`src/rtl/mem_dec_pkg.sv`:
```
package mem_dec_pkg;
  typedef enum logic [1:0] {
    CFG_R2_D64  = 2'd0,
    CFG_R3_D64  = 2'd1,
    CFG_R2_D256 = 2'd2
  } cfg_e;

  localparam int unsigned PAGE_W   = 8;
  localparam int unsigned ROMPG_W  = 3;
  localparam int unsigned RAMPG_W  = 4;

  typedef struct packed {
    logic                 relmode;
    logic [ROMPG_W-1:0]   rom_pg;
    logic [RAMPG_W-1:0]   ram_pg;
  } page_t;
endpackage

```
`src/rtl/page_reg.sv`:
```
module page_reg
  import mem_dec_pkg::*;
#(
  parameter int unsigned IO_W = 8,
  parameter logic [IO_W-1:0] PORT = '0
) (
  input  logic             clk_i,
  input  logic             rst_ni,
  input  logic [IO_W-1:0]  io_addr_i,
  input  logic             iorq_ni,
  input  logic             wr_ni,
  input  logic [PAGE_W-1:0] wdata_i,
  output page_t            page_o
);
  logic ld;
  assign ld = !iorq_ni && !wr_ni && (io_addr_i == PORT);

  always_ff @(posedge clk_i or negedge rst_ni) begin
    if (!rst_ni)  page_o <= '0;
    else if (ld)  page_o <= page_t'(wdata_i);
  end
endmodule

```
`src/rtl/rom_decode.sv`:
```
module rom_decode
  import mem_dec_pkg::*;
#(
  parameter cfg_e CFG = CFG_R2_D64
) (
  input  page_t      page_i,
  input  logic [2:0] a_top_i,  // A15..A13
  input  logic       mreq_ni,
  input  logic       rd_ni,
  output logic       rom_a_no,
  output logic       rom_b_no
);
  logic rd_ok, fixed_win, paged_win, pg0, pg1, pg7;

  assign rd_ok     = !mreq_ni && !rd_ni && !page_i.relmode;
  assign fixed_win = rd_ok && (a_top_i == 3'b000);
  assign paged_win = rd_ok && (a_top_i == 3'b001);
  assign pg0       = (page_i.rom_pg == 3'd0);
  assign pg1       = (page_i.rom_pg == 3'd1);
  assign pg7       = (page_i.rom_pg == 3'd7);

  generate
    if (CFG == CFG_R3_D64) begin : g_three
      assign rom_a_no = !fixed_win;
      assign rom_b_no = !(paged_win && (pg0 || pg1 || pg7));
    end else begin : g_two
      // 16KB part spans fixed window plus page 0 of the paged window
      assign rom_a_no = !(fixed_win || (paged_win && pg0));
      assign rom_b_no = !(paged_win && (pg1 || pg7));
    end
  endgenerate
endmodule

```
`src/rtl/ram_decode.sv`:
```
module ram_decode
  import mem_dec_pkg::*;
#(
  parameter cfg_e CFG = CFG_R2_D64
) (
  input  page_t page_i,
  input  logic  a15_i,
  input  logic  a14_i,
  input  logic  mreq_ni,
  input  logic  mpx_i,
  output logic  ram_sel_no,
  output logic  dram_a_hi_o
);
  logic top_q, q1, q2, pz, p01, m1_term, act;

  assign top_q = a15_i && a14_i;
  assign q1    = !a15_i && a14_i;
  assign q2    = a15_i && !a14_i;
  assign pz    = (page_i.ram_pg == '0);
  assign p01   = (page_i.ram_pg[RAMPG_W-1:1] == '0);

  generate
    if (CFG == CFG_R2_D256) begin : g_big
      assign m1_term     = page_i.relmode && (page_i.ram_pg[RAMPG_W-1:RAMPG_W-2] == '0);
      assign dram_a_hi_o = !((page_i.ram_pg[0] && mpx_i) || top_q);
    end else begin : g_small
      logic remap;
      assign m1_term     = page_i.relmode && pz;
      // mode-0 page 1 in 0x8000 quadrant lands on DRAM 0x0000
      assign remap       = !page_i.relmode && (page_i.ram_pg == 4'd1) && q2;
      assign dram_a_hi_o = !(!a15_i || remap);
    end
  endgenerate

  assign act = !mreq_ni && (top_q || m1_term ||
               (!page_i.relmode && pz && q1) ||
               (!page_i.relmode && p01 && q2));
  assign ram_sel_no = !act;
endmodule

```
`src/rtl/mem_page_decoder.sv`:
```
module mem_page_decoder
  import mem_dec_pkg::*;
#(
  parameter cfg_e        CFG    = CFG_R2_D64,
  parameter int unsigned ADDR_W = 16,
  parameter int unsigned IO_W   = 8,
  parameter logic [IO_W-1:0] PAGE_PORT = '0
) (
  input  logic              clk_i,
  input  logic              rst_ni,
  input  logic [ADDR_W-1:0] addr_i,
  input  logic [7:0]        data_i,
  input  logic              mreq_ni,
  input  logic              iorq_ni,
  input  logic              rd_ni,
  input  logic              wr_ni,
  input  logic              mpx_i,
  output logic              rom_a_no,
  output logic              rom_b_no,
  output logic              ram_sel_no,
  output logic              dram_a_hi_o
);
  localparam int unsigned A15 = ADDR_W - 1;
  localparam int unsigned A14 = ADDR_W - 2;
  localparam int unsigned A13 = ADDR_W - 3;

  page_t page_q;

  page_reg #(.IO_W(IO_W), .PORT(PAGE_PORT)) u_reg (
    .clk_i    (clk_i),
    .rst_ni   (rst_ni),
    .io_addr_i(addr_i[IO_W-1:0]),
    .iorq_ni  (iorq_ni),
    .wr_ni    (wr_ni),
    .wdata_i  (data_i),
    .page_o   (page_q)
  );

  rom_decode #(.CFG(CFG)) u_rom (
    .page_i  (page_q),
    .a_top_i (addr_i[A15:A13]),
    .mreq_ni (mreq_ni),
    .rd_ni   (rd_ni),
    .rom_a_no(rom_a_no),
    .rom_b_no(rom_b_no)
  );

  ram_decode #(.CFG(CFG)) u_ram (
    .page_i     (page_q),
    .a15_i      (addr_i[A15]),
    .a14_i      (addr_i[A14]),
    .mreq_ni    (mreq_ni),
    .mpx_i      (mpx_i),
    .ram_sel_no (ram_sel_no),
    .dram_a_hi_o(dram_a_hi_o)
  );
endmodule

```
`config.mk`:
```
export PLATFORM = sky130hd
export DESIGN_NAME = mem_page_decoder
export DESIGN_NICKNAME = d
export VERILOG_FILES = /design/src/rtl/mem_dec_pkg.sv /design/src/rtl/page_reg.sv /design/src/rtl/rom_decode.sv /design/src/rtl/ram_decode.sv /design/src/rtl/mem_page_decoder.sv
export SDC_FILE = /design/constraint.sdc
export NUM_CORES = 1
export LEC_CHECK = 0
export CAP_MARGIN = 30
export CORE_AREA = 8 8 45 47
export DETAILED_ROUTE_END_ITERATION = 8
export DIE_AREA = 0 0 53 55
export DONT_BUFFER_PORTS = 1
export HOLD_SLACK_MARGIN = 0.08
export SETUP_SLACK_MARGIN = 0.1
export SYNTH_ARGS = -nofsm -noshare
export SYNTH_HDL_FRONTEND = slang
export SYNTH_HIERARCHICAL = 1
export SYNTH_SLANG_ARGS = --single-unit
```
`constraint.sdc`:
```
create_clock -name clk_i -period 1.4 [get_ports clk_i]
set_clock_uncertainty 0.05 [all_clocks]
set_input_delay 0.14 -clock clk_i [delete_from_list [all_inputs] [get_ports clk_i]]
set_output_delay 0.14 -clock clk_i [all_outputs]
set_load 0.005 [all_outputs]
```
==> summary.md, run 1 <==
| Metric | Value |
|---|---|
| Status | `finished with violations` |
| Failing checks | `negative setup slack` |
| Flop pwr share | `52.3%` |
| Total power | `465 uW` |
| Routed Antenna Nets | `0` |
| Pint | `368 uW` |
| Via count | `332` |
| CTS H-tree lvls | `1` |
| First-pass GRT wire length | `1350 um` |
| Initial Util | `29.7%` |
| Critical Path End Type | `output pin` |
| Synth cell types | `17` |
| Relative slew slack | `76.3%` |
| Sw Ratio | `20.7%` |
| VDD IR-drop max | `0.347 mV` |
| Clock power frac | `36.6%` |
| CTS Sinks | `8` |
| IO Port Bufs | `0` |
| Critical path fanouts, max | `3` |
| Via density | `5.27` |
| Drc violations | `0` |
| Cells after synthesis | `34` |
| Commonest non-fill, non-tap cell in the layout | `dlygate4sd3_1` |
| Worst Setup Path Type | `reg2out` |
| Crit path DAT | `1.36 ns` |
| Diodes inserted | `0` |
| Syn_area_per_cell | `12.1 sq um` |
| Largest regs | `u_reg/page_o: 8 flops` |
| WP data required | `1.21 ns` |
| DIE AREA | `2920 sq um` |
| Synth Warn # | `6` |
| Io pins | `35` |
| Die Y | `55 um` |
| Fillers | `137` |
| Crit-path max cell delay | `0.55 ns` |
| Total track usage | `6.60%` |
| RePlAce Congestion | `0.692` |
| Unrepaired setup endpoints after global routing | `true` |
| Clock latency on the worst-skew pair | `0.24 ns` |
| Post-Layout Cell Count | `63` |
| Die width | `53 um` |
| Share of cells above drive strength 1 | `36.2%` |
| CTS tree | `yes` |
| Crit-path cells | `xor2_1 > or4b_1` |
| Net count after synthesis | `65` |
| Final Hold Vio Count | `0` |
| Period utilization | `111%` |
| CTS buffer count | `3` |
| WL/cell | `14.6 um` |
| Commonest non-fill, non-tap cells in the layout | `9 x dlygate4sd3_1, 8 x mux2_2, 8 x dfrtp_1` |
| Pleak | `0.000258 uW` |
| Switch Pwr | `96.2 uW` |
| Core Area | `1380 sq um` |
| Max cap viols | `0` |
| Row count | `14` |
| Slew @ Worst Pin | `0.355 ns` |
| PD cells | `829 nW/um^2` |
| Mapped Area | `410 sq um` |
| 1st-iter DRT viols | `1` |
| Dpl hpwl | `738 um` |
| Register area share after synthesis | `48.8%` |
| Hold Crit Class | `in2async` |
| Fmax | `646 MHz` |
| Clk pin slew, worst setup/hold paths | `0.05 ns` |
| Final setup margin | `-0.148 ns` |
| Final wirelength | `917 um` |
| Final Critical Period | `1.55 ns` |
| CP startpoint kind | `flop` |
| Logic pwr share | `11.1%` |
| Largest register FFs | `8` |
| Register area | `200 sq um` |
| # setup viols final | `1` |
| Area Overhead vs Synth | `36.6%` |
| CTS max path bufs | `2` |
| Biggest register | `u_reg/page_o` |
| Synthesized flop and latch total | `8` |
| Slowest stage cell, crit path | `or4b_1` |
| Initial antenna violation count | `0` |
| Vias in the first global route | `335` |
| Fin. max-slew vios | `0` |
| Nets | `80` |
| Pin count of the biggest net entering global routing | `9` |
| Area taken by multi-input logic gates | `213 sq um` |
| Total grt overflow | `0` |
| Hold_ws | `0.186 ns` |
| Root buffer cell | `clkbuf_4` |
| TritonRoute pass-1 iters | `2` |
| Place WS | `0.127 ns` |
| Inst Count DP | `50` |
## repair_timing
item / in CTS / in global routing
pin swaps: 3 / 0
resized for setup: 0 / 2
endpoints found under the hold margin: 16 / 0
gates cloned: 0 / 0
buffers inserted: 1 / 0
hold buffers: 9 / 0
setup endpoints to repair: 2 / 4
## Yosys cell counts
library cell,number,area share [%]
dfrtp_1,8,49
mux2_2,8,22
a31oi_1,2,3.0
inv_1,2,1.8
nor4_1,2,3.0
and3_1,1,1.5
nand2_1,1,0.91
nand3_2,1,2.4
nand3b_1,1,1.8
nor2_1,1,0.91
nor2_2,1,1.5
nor3_1,1,1.2
nor4_2,1,3.0
o22ai_1,1,1.5
o31ai_1,1,1.8
or4b_1,1,2.4
xor2_1,1,2.1
## power groups by stage
stage                     registers (uW)  logic [uW]  clock network [uW]
after floorplan                      245        22.4                   0
after global placement               246        24.6                   0
after detailed placement             246        25.5                   0
after CTS                            242        51.8                 183
after global routing                 243        58.3                 191
final                                243        51.5                 170
## routing by layer
metal / track usage (%) / up-vias / routed length [um]
met2: 9.77 / 14 / 456
met4: 6.47 / 0 / 9
met1: 6.65 / 158 / 312
met5: 0 / - / 0
met3: 3.21 / 2 / 139
li1: - / 158 / -
## logic make-up (layout without fill, tap and decap cells)
kind of cell | count (synthesis) | after routing | share of synthesized area (%)
flip-flops | 8 | 8 | 48.8
multiplexers | 8 | 8 | 22.0
XOR/XNOR | 1 | 1 | 2.13
AO/OA/AOI/OAI | 4 | 4 | 6.40
buffers and inverters | 2 | 15 | 1.83
AND/OR/NAND/NOR | 11 | 11 | 18.9
## worst max-delay path, delay by kind of cell, from the launching register on
| kind | cells | cell delay [ns] |
|---|---|---|
| AND/OR/NAND/NOR | 1 | 0.55 |
| flip-flops | 1 | 0.41 |
| XOR/XNOR | 1 | 0.15 |
## final timing paths
kind | to | from | cells past startpoint | slack, ns
hold reg to reg | u_reg/page_o[1]$_DFFE_PN0P_ | u_reg/page_o[1]$_DFFE_PN0P_ | 1 | 0.48
min in group clk_i | u_reg/page_o[2]$_DFFE_PN0P_ | addr_i[0] | 3 | 0.24
setup / recovery | rom_b_no | u_reg/page_o[6]$_DFFE_PN0P_ | 2 | -0.15
setup reg to reg | u_reg/page_o[5]$_DFFE_PN0P_ | u_reg/page_o[5]$_DFFE_PN0P_ | 2 | 0.47
hold / removal | u_reg/page_o[2]$_DFFE_PN0P_ | rst_ni | 1 | 0.19
max in group asynchronous | u_reg/page_o[7]$_DFFE_PN0P_ | rst_ni | 1 | 0.86
## final cells by class
class	count	area share (%)
repair buffers	10	17.4
clock buffers	3	4.02
inverters	2	1.34
multi-input cells	24	37.9
well taps	16	3.57
flip-flops and latches	8	35.7
## per-stage QoR
stage | area (sq um) | util (%) | TNS (ns)
6_report | 561 | 40.5 | -0.148
3_3_place_gp | 430 | 31.1 | 0
5_1_grt | 561 | 40.5 | -0.193
4_1_cts | 551 | 39.8 | -0.150
3_5_place_dp | 430 | 31.1 | 0
2_1_floorplan | 410 | - | 0
Power figures use the tool's default switching activity.
==> run 2, diff against run 1 <==
--- a/config.mk
+++ b/config.mk
@@ -6,9 +6,9 @@
 export NUM_CORES = 1
 export LEC_CHECK = 0
 export CAP_MARGIN = 30
-export CORE_AREA = 8 8 45 47
+export CORE_AREA = 2 2 39 41
 export DETAILED_ROUTE_END_ITERATION = 8
-export DIE_AREA = 0 0 53 55
+export DIE_AREA = 0 0 41 43
 export DONT_BUFFER_PORTS = 1
 export HOLD_SLACK_MARGIN = 0.08
 export SETUP_SLACK_MARGIN = 0.1
==> run 2 against run 1 <==
Against the previous run: the flow still finishes with violations (negative setup slack); global-route usage increased by 2.7 points; hold slack worse by 0.0013 ns; non-clock buffer count unchanged; sequential power about the same; final area grew 4.7%; clock power about the same; combinational power grew 5.2%; sequential share of layout area down 1.4 points; sequential cell count is the same; critical path type unchanged.
==> summary.md, run 2 (synthesis results as in run 1) <==
| Metric | Value |
|---|---|
| Pin count of the biggest net entering global routing | `9` |
| Crit path DAT | `1.34 ns` |
| Crit path max-delay family | `simple AND/OR/NAND/NOR gates` |
| Critical Path End Type | `output pin` |
| TritonRoute pass-1 iters | `3` |
| Fin. max-slew vios | `0` |
| VDD IR-drop max | `0.333 mV` |
| IO Port Bufs | `0` |
| Crit-path max cell delay | `0.52 ns` |
| Slew @ Worst Pin | `0.348 ns` |
| Routed Antenna Nets | `0` |
| First-pass GRT wire length | `1040 um` |
| Root buffer cell | `clkbuf_4` |
| Die Y | `43 um` |
| CP startpoint kind | `flop` |
| 1st-iter DRT viols | `5` |
| # setup viols final | `1` |
| CTS max path bufs | `2` |
| Commonest non-fill, non-tap cell in the layout | `dlygate4sd3_1` |
| Final setup margin | `-0.126 ns` |
| Critical path fanouts, max | `3` |
| RePlAce Congestion | `0.658` |
| Dpl hpwl | `581 um` |
| PD cells | `794 nW/um^2` |
| Row count | `14` |
| Place WS | `0.143 ns` |
| Period utilization | `109%` |
| Slowest stage cell, crit path | `or4b_4` |
| Fmax | `656 MHz` |
| Via count | `325` |
| Clock latency on the worst-skew pair | `0.24 ns` |
| Unrepaired setup endpoints after global routing | `true` |
| Core Util, Final | `42.4%` |
| Total track usage | `9.30%` |
| Commonest non-fill, non-tap cells in the layout | `9 x dlygate4sd3_1, 8 x mux2_2, 7 x dfrtp_1` |
| Vias in the first global route | `282` |
| Final wirelength | `769 um` |
| Crit path buf inv count | `0` |
| Relative slew slack | `76.8%` |
| Crit-path cells | `xor2_1 > or4b_4` |
| Initial antenna violation count | `0` |
| Status | `finished with violations` |
| Hold_ws | `0.185 ns` |
| Failing checks | `negative setup slack` |
| DIE AREA | `1760 sq um` |
| Share of cells above drive strength 1 | `40.4%` |
| Nets | `80` |
| CTS buffer count | `3` |
| CTS tree | `yes` |
| Initial Util | `29.7%` |
| Largest register FFs | `8` |
| Final Critical Period | `1.53 ns` |
| Total power | `466 uW` |
| Pleak | `0.000262 uW` |
| Diodes inserted | `0` |
| Biggest register | `u_reg/page_o` |
| WP data required | `1.21 ns` |
| CTS Sinks | `8` |
| Hold Crit Class | `in2async` |
| Area Overhead vs Synth | `43.0%` |
| Via density | `5.16` |
| Clk pin slew, worst setup/hold paths | `0.05 ns` |
| Io pins | `35` |
| Total grt overflow | `0` |
| Drc violations | `0` |
| Final Hold Vio Count | `0` |
| Max cap viols | `0` |
| Worst Setup Path Type | `reg2out` |
| WL/cell | `12.2 um` |
| CTS H-tree lvls | `1` |
| Core Area | `1380 sq um` |
| Die width | `41 um` |
| Largest regs | `u_reg/page_o: 8 flops` |
| Setup TNS | `-0.126 ns` |
run 2: final timing paths:
kind	start	to	slack [ns]	depth (start not counted)
setup / recovery	u_reg/page_o[5]$_DFFE_PN0P_	rom_b_no	-0.13	2
hold reg to reg	u_reg/page_o[1]$_DFFE_PN0P_	u_reg/page_o[1]$_DFFE_PN0P_	0.48	1
setup reg to reg	u_reg/page_o[6]$_DFFE_PN0P_	u_reg/page_o[6]$_DFFE_PN0P_	0.45	2
min in group clk_i	addr_i[0]	u_reg/page_o[2]$_DFFE_PN0P_	0.24	3
hold / removal	rst_ni	u_reg/page_o[1]$_DFFE_PN0P_	0.18	1
max in group asynchronous	rst_ni	u_reg/page_o[7]$_DFFE_PN0P_	0.84	1
run 2: repair_timing:
item | in CTS | in global routing
setup endpoints to repair | 1 | 4
pin swaps | 1 | 1
resized for setup | 1 | 6
endpoints found under the hold margin | 16 | 0
setup buffers | 1 | 0
hold buffers | 9 | 0
run 2: where the power goes:
| part | switching [uW] | internal [uW] |
|---|---|---|
| combinational | 18.6 | 35.6 |
| clock | 69.9 | 97.5 |
| sequential | 6.10 | 238 |
run 2: routing by layer:
layer / vias up / share of wire, % / GRT usage, %
li1: 157 / - / -
met1: 154 / 43 / 10.2
met2: 14 / 48 / 12.5
met3: 0 / 8.8 / 3.14
met4: 0 / 0 / 10.0
met5: - / 0 / 0
run 2: layout make-up:
type,instances,area (sq um)
repair buffers,10,101
fillers,137,797
well taps,16,20.0
clock buffers,3,22.5
inverters,2,7.51
multi-input cells,24,234
flip-flops and latches,8,201
run 2: stage by stage:
stage               cells  instance area [sq um]
floorplan              34                    410
global placement       50                    430
detailed placement     50                    430
CTS                    63                    556
global route           63                    587
finish                 63                    587
==> run 3, diff against run 2 <==
--- a/config.mk
+++ b/config.mk
@@ -5,10 +5,10 @@
 export SDC_FILE = /design/constraint.sdc
 export NUM_CORES = 1
 export LEC_CHECK = 0
+export ABC_AREA = 1
 export CAP_MARGIN = 30
-export CORE_AREA = 2 2 39 41
+export CORE_UTILIZATION = 45
 export DETAILED_ROUTE_END_ITERATION = 8
-export DIE_AREA = 0 0 41 43
 export DONT_BUFFER_PORTS = 1
 export HOLD_SLACK_MARGIN = 0.08
 export SETUP_SLACK_MARGIN = 0.1
==> run 3 against run 2 <==
Against the previous run: the run now ends clean; first-iteration DRC count is 60% lower; hold slack worse by 0.033 ns; critical path type unchanged; sequential cell count stayed put; total power is 8.2% higher; clock-buffer cell count stayed put; wire length is 45% higher; worst setup slack better by 0.32 ns; area after synthesis is 45% higher.
==> summary.md, run 3 <==
| Metric | Value |
|---|---|
| Largest regs | `u_reg/page_o: 8 flops` |
| Mapped Area | `593 sq um` |
| Worst setup path endpoint | `ram_sel_no` |
| Pin count of the biggest net entering global routing | `10` |
| Commonest cells post-synth | `19 x nand2_1, 18 x inv_1, 11 x nand3_1, 11 x nor2_1` |
| Cell taking the most area after synthesis | `dfrtp_1` |
| Placed inst area | `611 sq um` |
| First-pass GRT wire length | `1740 um` |
| Pleak | `0.000394 uW` |
| Nets | `134` |
| TritonRoute pass-1 iters | `3` |
| Grt met1 use | `22.1%` |
| Worst Setup Path Type | `reg2out` |
| Total grt overflow | `0` |
| Cells after synthesis | `88` |
| Clk pin slew, worst setup/hold paths | `0.05 ns` |
| Share of cells above drive strength 1 | `17.8%` |
| Slew @ Worst Pin | `0.355 ns` |
| Worst Setup SP | `u_reg/page_o[1]$_DFFE_PN0P_` |
| Root buffer cell | `clkbuf_4` |
| Hold Crit Class | `in2reg` |
| Total track usage | `17.8%` |
| 1st-iter DRT viols | `2` |
| Final Critical Period | `1.21 ns` |
| Routed Antenna Nets | `0` |
| Status | `complete, no violations` |
| Fin. max-slew vios | `0` |
| VDD IR-drop max | `0.457 mV` |
| Die width | `38.3 um` |
| Post-synth EDFFs | `0` |
| Row count | `12` |
| CTS max path bufs | `2` |
| CTS H-tree lvls | `1` |
| CTS tree | `yes` |
| FF-to-FF End | `u_reg/page_o[1]$_DFFE_PN0P_` |
| FF-to-FF setup slack | `0.50 ns` |
| Unrepaired setup endpoints after global routing | `false` |
| Core Area | `1170 sq um` |
| CTS buffer count | `3` |
| Ys flop type | `dfrtp_1` |
| Via count | `535` |
| Commonest non-fill, non-tap cells in the layout | `19 x nand2_1, 18 x inv_1, 11 x nand3_1` |
| Worst Reg2Reg Path Length in Cells | `4` |
| Critical Path End Type | `output pin` |
| Core Util, Final | `63.0%` |
| Via density | `4.65` |
| Final wirelength | `1120 um` |
| Biggest register | `u_reg/page_o` |
| Clock latency on the worst-skew pair | `0.24 ns` |
| Die Y | `38.3 um` |
| Net count after synthesis | `119` |
| Synthesized flop and latch total | `8` |
| Period utilization | `86.4%` |
| Final Hold Vio Count | `0` |
| PD cells | `683 nW/um^2` |
| Crit path DAT | `1.02 ns` |
| WP data required | `1.21 ns` |
| Diodes inserted | `0` |
| FF-to-FF Start | `u_reg/page_o[1]$_DFFE_PN0P_` |
| Total power | `504 uW` |
| Vias in the first global route | `446` |
| Relative slew slack | `76.3%` |
| Max cap viols | `0` |
| Initial antenna violation count | `0` |
| Commonest non-fill, non-tap cell in the layout | `nand2_1` |
| Fmax | `827 MHz` |
| Hold_ws | `0.152 ns` |
| IO Port Bufs | `0` |
| Io pins | `35` |
| M3 GR Usage | `1.74%` |
| Critical path fanouts, max | `2` |
| Asr flop ratio synth | `100%` |
| Most common cell in the netlist | `nand2_1` |
| Main area contributors after synthesis | `dfrtp_1 34%, nand2_1 12%, inv_1 11%` |
| Drc violations | `0` |
| Synth cell types | `11` |
| Final instance area | `738 sq um` |
| Register area share after synthesis | `33.8%` |
| Dpl hpwl | `804 um` |
| Largest register FFs | `8` |
| DIE AREA | `1470 sq um` |
| Area fraction of the dominant cell type after synthesis | `33.8%` |
| Setup TNS | `0 ns` |
| WL/cell | `9.70 um` |
| Gr busiest metal | `met2` |
| GR Util met2 | `29.7%` |
| Initial Util | `50.6%` |
| CP startpoint kind | `flop` |
| Syn_area_per_cell | `6.74 sq um` |
| # setup viols final | `0` |
| RePlAce Congestion | `0.626` |
| Area Overhead vs Synth | `24.5%` |
| Synth Warn # | `6` |
| CTS Sinks | `8` |
[run 3: layout make-up]
type / instances / area (sq um)
Tap cell: 14 / 17.5
Multi-Input combinational cell: 60 / 325
Inverter: 20 / 75.1
Clock buffer: 3 / 22.5
Fill cell: 117 / 433
Sequential cell: 8 / 200
Timing Repair Buffer: 10 / 97.6
[run 3: how the worst min path moves through the flow]
| stage | endpoint | slack (ns) | startpoint | cells past startpoint |
|---|---|---|---|---|
| 2_1_floorplan | u_reg/page_o[0]$_DFFE_PN0P_ | -0.21 | rst_ni | 0 |
| 3_3_place_gp | u_reg/page_o[6]$_DFFE_PN0P_ | -0.21 | rst_ni | 0 |
| 3_5_place_dp | u_reg/page_o[6]$_DFFE_PN0P_ | -0.21 | rst_ni | 0 |
| 4_1_cts | u_reg/page_o[6]$_DFFE_PN0P_ | 0.15 | iorq_ni | 5 |
| 5_1_grt | u_reg/page_o[4]$_DFFE_PN0P_ | 0.16 | iorq_ni | 5 |
| 6_report | u_reg/page_o[4]$_DFFE_PN0P_ | 0.15 | iorq_ni | 5 |
[run 3: timing repair]
| action | in CTS | in global routing |
|---|---|---|
| setup endpoints to repair | 0 | 2 |
| hold buffers | 9 | 0 |
| buffers inserted | 0 | 1 |
| resized for setup | 0 | 2 |
| hold endpoints to repair | 16 | 0 |
[run 3: logic make-up after synthesis]
group / count (synthesis) / synth area share, %
compound gates: 8 / 10.1
simple gates: 52 / 43.5
buf+inv: 20 / 12.7
flops: 8 / 33.8
[run 3: power breakdown]
| part | leakage, uW | switching [uW] | internal, uW |
|---|---|---|---|
| combinational | 0.000308 | 39.8 | 40.7 |
| sequential | 0.0000724 | 10.2 | 243 |
| clock | 0.0000138 | 73.1 | 97.8 |
[run 3: layer usage]
metal / vias up / part of all wire (%)
met3: 2 / 4.5
met5: - / 0
li1: 293 / -
met1: 223 / 47
met2: 17 / 48
met4: 0 / 0.36
[run 3: stage by stage]
step / instances / setup WS, ns
3_5_place_dp: 102 / 0.421
6_report: 115 / 0.191
2_1_floorplan: 88 / 0.493
5_1_grt: 115 / 0.100
3_3_place_gp: 102 / 0.448
4_1_cts: 114 / 0.150
[run 3: worst max-delay path, cell delays in order (launching register included)]
cell and delay (ns):
dfrtp_1 0.40, nor2_4 0.14, nand3_2 0.10, nand3_1 0.08, nand2_1 0.06
